===== src/rtl/lsx_pkg.sv =====
package lsx_pkg;
    localparam int NCAUSE = 12;
    localparam int CODE_W = 4;

    // global cause positions; ascending position = descending priority
    localparam int P_IAC    = 0;
    localparam int P_ITLB   = 1;
    localparam int P_IPROT  = 2;
    localparam int P_ILL    = 3;
    localparam int P_PRIV   = 4;
    localparam int P_UNAV   = 5;
    localparam int P_UNIMP  = 6;
    localparam int P_DTLB   = 7;
    localparam int P_DSTOR  = 8;
    localparam int P_ALIGN  = 9;
    localparam int P_DCMP   = 10;
    localparam int P_ICOMP  = 11;

    // does a cause position belong to the order of a class
    function automatic logic in_class(input logic fp, input int pos);
        if (fp) return (pos != P_PRIV);
        return (pos != P_UNAV) && (pos != P_UNIMP);
    endfunction

    // rank of a position within its class order, 1 = highest
    function automatic logic [CODE_W-1:0] class_rank(input logic fp, input int pos);
        int r;
        r = 0;
        for (int k = 0; k <= pos; k++)
            if (in_class(fp, k)) r++;
        return CODE_W'(r);
    endfunction
endpackage


===== src/rtl/lsx_qualify.sv =====
module lsx_qualify
    import lsx_pkg::*;
#(
    parameter int NC = NCAUSE
) (
    input  logic          clk,
    input  logic          rst,
    input  logic          op_valid,
    input  logic          is_fp,
    input  logic          is_cache_inval,
    input  logic          is_dword,
    input  logic          msr_pr,
    input  logic          msr_fp,
    input  logic          fpu_present,
    input  logic          fpu_recog,
    input  logic          fpu_supp,
    input  logic          iac_hit,
    input  logic          itlb_miss,
    input  logic          ifetch_prot,
    input  logic          dtlb_miss,
    input  logic          dstor_req,
    input  logic          dstor_byteord,
    input  logic          dstor_lock,
    input  logic          align_req,
    input  logic          dcmp_hit,
    input  logic          icomp_hit,
    output logic [NC-1:0] qual
);
    logic fpu_knows;
    logic dstor_keep;

    always_comb begin
        fpu_knows  = fpu_present & fpu_recog;
        dstor_keep = dstor_req & (is_fp ? ~dstor_lock : ~dstor_byteord);
        qual = '0;
        if (op_valid) begin
            qual[P_IAC]   = iac_hit;
            qual[P_ITLB]  = itlb_miss;
            qual[P_IPROT] = ifetch_prot;
            if (is_fp) begin
                qual[P_ILL]   = ~fpu_knows;
                qual[P_UNAV]  = fpu_knows & ~msr_fp;
                qual[P_UNIMP] = fpu_knows & ~fpu_supp & msr_fp;
            end else begin
                qual[P_ILL]   = is_dword;
                qual[P_PRIV]  = is_cache_inval & msr_pr;
            end
            qual[P_DTLB]  = dtlb_miss;
            qual[P_DSTOR] = dstor_keep;
            qual[P_ALIGN] = align_req;
            qual[P_DCMP]  = dcmp_hit;
            qual[P_ICOMP] = icomp_hit;
        end
    end


    fp_excl_chk: assert property (@(posedge clk) disable iff (rst)
        (op_valid && is_fp) |-> $onehot0({qual[P_ILL], qual[P_UNAV], qual[P_UNIMP]}));


    fp_no_priv_chk: assert property (@(posedge clk) disable iff (rst)
        is_fp |-> !qual[P_PRIV]);
endmodule


===== src/rtl/lsx_pick.sv =====
module lsx_pick
    import lsx_pkg::*;
#(
    parameter int NC = NCAUSE,
    parameter int CW = CODE_W
) (
    input  logic          is_fp,
    input  logic [NC-1:0] qual,
    output logic [NC-1:0] win,
    output logic [CW-1:0] code,
    output logic          any
);
    logic [CW-1:0] rank_int [NC];
    logic [CW-1:0] rank_fp  [NC];

    for (genvar g = 0; g < NC; g++) begin : g_rank
        assign rank_int[g] = CW'(class_rank(1'b0, g));
        assign rank_fp[g]  = CW'(class_rank(1'b1, g));
    end

    always_comb begin
        win  = qual & (~qual + NC'(1));
        any  = |qual;
        code = '0;
        for (int i = 0; i < NC; i++)
            if (win[i]) code = is_fp ? rank_fp[i] : rank_int[i];
    end
endmodule


===== src/rtl/lsx_prio_sel.sv =====
module lsx_prio_sel
    import lsx_pkg::*;
(
    input  logic              clk,
    input  logic              rst,
    input  logic              op_valid,
    input  logic              is_fp,
    input  logic              is_cache_inval,
    input  logic              is_dword,
    input  logic              msr_pr,
    input  logic              msr_fp,
    input  logic              fpu_present,
    input  logic              fpu_recog,
    input  logic              fpu_supp,
    input  logic              iac_hit,
    input  logic              itlb_miss,
    input  logic              ifetch_prot,
    input  logic              dtlb_miss,
    input  logic              dstor_req,
    input  logic              dstor_byteord,
    input  logic              dstor_lock,
    input  logic              align_req,
    input  logic              dcmp_hit,
    input  logic              icomp_hit,
    output logic              exc_valid,
    output logic [NCAUSE-1:0] exc_cause,
    output logic [CODE_W-1:0] exc_code
);
    logic [NCAUSE-1:0] qual;
    logic [NCAUSE-1:0] win;
    logic [CODE_W-1:0] code;
    logic              any;

    lsx_qualify #(.NC(NCAUSE)) u_qual (
        .clk(clk), .rst(rst), .op_valid(op_valid), .is_fp(is_fp),
        .is_cache_inval(is_cache_inval), .is_dword(is_dword),
        .msr_pr(msr_pr), .msr_fp(msr_fp), .fpu_present(fpu_present),
        .fpu_recog(fpu_recog), .fpu_supp(fpu_supp), .iac_hit(iac_hit),
        .itlb_miss(itlb_miss), .ifetch_prot(ifetch_prot),
        .dtlb_miss(dtlb_miss), .dstor_req(dstor_req),
        .dstor_byteord(dstor_byteord), .dstor_lock(dstor_lock),
        .align_req(align_req), .dcmp_hit(dcmp_hit), .icomp_hit(icomp_hit),
        .qual(qual)
    );

    lsx_pick #(.NC(NCAUSE), .CW(CODE_W)) u_pick (
        .is_fp(is_fp), .qual(qual), .win(win), .code(code), .any(any)
    );

    always_ff @(posedge clk) begin
        if (rst) begin
            exc_valid <= 1'b0;
            exc_cause <= '0;
            exc_code  <= '0;
        end else begin
            exc_valid <= any;
            exc_cause <= win;
            exc_code  <= code;
        end
    end


    cause_onehot_chk: assert property (@(posedge clk) disable iff (rst)
        $onehot0(exc_cause));


    cause_valid_chk: assert property (@(posedge clk) disable iff (rst)
        exc_valid == (exc_cause != '0));


    code_idle_chk: assert property (@(posedge clk) disable iff (rst)
        !exc_valid |-> (exc_code == '0));


    valid_source_chk: assert property (@(posedge clk) disable iff (rst)
        exc_valid |-> $past(op_valid));


    class_cause_chk: assert property (@(posedge clk) disable iff (rst)
        exc_valid |-> ($past(is_fp) ? !exc_cause[P_PRIV]
                                    : !(exc_cause[P_UNAV] || exc_cause[P_UNIMP])));
endmodule


===== config.mk =====
export PLATFORM = sky130hd
export DESIGN_NAME = lsx_prio_sel
export DESIGN_NICKNAME = d
export VERILOG_FILES = /design/src/rtl/lsx_pkg.sv /design/src/rtl/lsx_qualify.sv /design/src/rtl/lsx_pick.sv /design/src/rtl/lsx_prio_sel.sv
export SDC_FILE = /design/constraint.sdc
export NUM_CORES = 1
export LEC_CHECK = 0
export BUFFER_PORTS_ARGS = -buffer_cell sky130_fd_sc_hd__buf_2
export CAP_MARGIN = 20
export CORE_AREA = 5 5 56 58
export CTS_BUF_LIST = sky130_fd_sc_hd__clkbuf_16
export DETAILED_ROUTE_END_ITERATION = 10
export DIE_AREA = 0 0 61 63
export SYNTH_ARGS = -nofsm -noshare
export SYNTH_HDL_FRONTEND = slang
export SYNTH_SLANG_ARGS = --single-unit

===== constraint.sdc =====
create_clock -name clk -period 4.9 [get_ports clk]
set_input_delay 0.735 -clock clk [delete_from_list [all_inputs] [get_ports clk]]
set_output_delay 0.735 -clock clk [all_outputs]
set_load 0.01 [all_outputs]

==> results.cfg <==
[clock_network]
htree_levels = 1
root_buffer = clkbuf_16
numCtsBuffers = 3
hold_buffers = 0
post_cts_buffers = 0
cts.sinks = 17
post_cts_resized = 0
clk_pin_slew_ps = 50
cts_tree = done
clk_path_buf_depth = 2

[worst_setup_path]
startpoint_type = primary input
critical_path_class = primary input to flop
cpLargestDelayFamily = simple AND/OR/NAND/NOR gates
cp_max_fo = 6
worst_ep_required_time_ps = 5020
cp_num_buf_inv = 1
max_stage_delay_ps = 500
critPathSlowestCell = or3_1
worstSetupEndpointType = flop
worst_ep_arrival_time_ps = 2190
worstPathCellList = buf_2 -> or3_1 -> nor4_1 -> a21oi_1 -> o211ai_1 -> o211ai_2

[synthesis]
avgSynthCellArea_sq_um = 8.76
ys_ff_latch = 17
yosysWarnings = 0
syn_nets = 120
yosysSeqAreaShare = 0.392
syn_area_sq_um = 867
syn_inst = 99
synthDistinctLibCells = 41

[finish]
drive_gt1_frac = 0.353
seqCellArea_sq_um = 340
layout_common_cells = buf_2, dfxtp_1, nand2_1
final_common_cell = buf_2
fin_nets = 158
area_growth_pct = 32.2
multiInputGateArea_sq_um = 492
final_area_sq_um = 1150
n_fill_cell = 275
antennaDiodeCount = 0

[timing]
maxSlewViolCount = 0
rsz0062_at_grt = false
min_period_ps = 2070
hold_ws_ps = 718
maxSlewHeadroom = 0.636
finalCritPeriodShare = 0.423
tightest_slew_ps = 546
fmax_ghz = 0.482
setup_violations = 0
hold_violations = 0
setup_tns_ps = 0

[floorplan]
die-area_sq_um = 3840
start_util = 0.332
core_area_sq_um = 2620
row_count = 19
die_h_um = 63
io_pins = 38
die_w_um = 61

[route]
route.detailed.drc = 0
drt-total-wl_mm = 2.20
dr.pass1.iters = 4
vias = 856
drtIter0Drc = 38
viasPerCell = 5.13
postRouteAntennaNets = 0
wl_per_cell_um = 13.2

[global_routing]
grt_pass1_wl_mm = 3.69
grt_usage = 0.124
grt_max_degree = 16
gr-total-overflow = 0
grt_pass1_vias = 824
antenna_found_initial = 0

[worst_hold_path]
holdPathStages = 2
worstHoldStart = itlb_miss
min_to = exc_cause[2]
holdCritPathClass = primary input to flop

[run]
drv_cap = 0

[power_and_ir_drop]
p_per_area_nw_per_um2 = 300
total_power_w = 0.000344
leakage_nw = 0.514
ir_worst_vdd_uv = 168

[place]
postPlaceCellArea_sq_um = 1070
place.gp.congestion = 0.883
dp_hpwl_mm = 1.79
io_buffers = 37

[outcome]
status = finished, final reports clean
-- cell usage after synthesis, drive strengths merged --
cell type,instances,area [sq um]
mux2i,1,10.0
a21oi,5,28.8
o211a,1,10.0
nor4,4,25.0
o41ai,1,8.76
nor3,5,25.0
a21o,1,7.51
and3,2,12.5
o21a,1,7.51
a32o,1,10.0
a221o,1,10.0
a41oi,1,8.76
mux2,1,11.3
a31oi,2,12.5
o2111ai,1,8.76
o21ai,6,30.0
nor4b,2,32.5
a211oi,1,12.5
clkbuf,2,7.51
nand3,1,5.00
buf,2,16.3
and2,1,6.26
o211ai,3,27.5
a32oi,1,8.76
nand2b,6,37.5
o22ai,2,12.5
or3,3,23.8
inv,3,11.3
nor2b,1,6.26
nor2,7,26.3
or3b,1,8.76
dfxtp,17,340
nand2,10,37.5
nor3b,2,20.0
-- sequential cells by signal, indices dropped and copies added, names as in the netlist --
signal     flops
exc_code       4
exc_cause     12
exc_valid      1
-- power breakdown --
part | switching, W | internal [W] | total [W]
sequential | 0.000000585 | 0.000142 | 0.000142
combinational | 0.0000277 | 0.0000185 | 0.0000462
clock | 0.0000477 | 0.000108 | 0.000156
total | 0.0000760 | 0.000268 | 0.000344
-- cell type report --
type / count / area share
Clock buffer: 3 / 0.0655
Clock inverter: 1 / 0.00328
Inverter: 3 / 0.00983
Multi-Input combinational cell: 75 / 0.429
Sequential cell: 17 / 0.297
Tap cell: 31 / 0.0338
Timing Repair Buffer: 37 / 0.162
-- cells by family after synthesis --
family / after synthesis / synth area share
mux: 2 / 0.0245
simple gates: 45 / 0.307
flops: 17 / 0.393
compound gates: 28 / 0.235
buf+inv: 7 / 0.0404
-- per-stage QoR --
step,util,setup slack [ps],instances
6_report,0.438,2830,167
2_1_floorplan,-,2840,99
3_5_place_dp,0.408,2590,163
4_1_cts,0.438,2830,167
3_3_place_gp,0.408,2580,163
5_1_grt,0.438,2750,167
-- routing by layer --
metal	up-vias	GRT usage	routed length (um)
li1	445	-	-
met1	380	0.158	964
met2	29	0.195	1060
met3	2	0.0207	139
met4	0	0.0650	40
met5	-	0	0
-- how the worst max path moves through the flow --
stage,start,endpoint,slack [ps],cells after the start
after floorplan,is_fp,exc_code[1],2840,6
after global placement,ifetch_prot,exc_code[0],2580,6
after detailed placement,ifetch_prot,exc_code[0],2590,6
after CTS,ifetch_prot,exc_code[0],2830,6
after global routing,ifetch_prot,exc_code[0],2750,6
final,ifetch_prot,exc_code[0],2830,6
No activity file was read; power rests on OpenSTA's default activity.
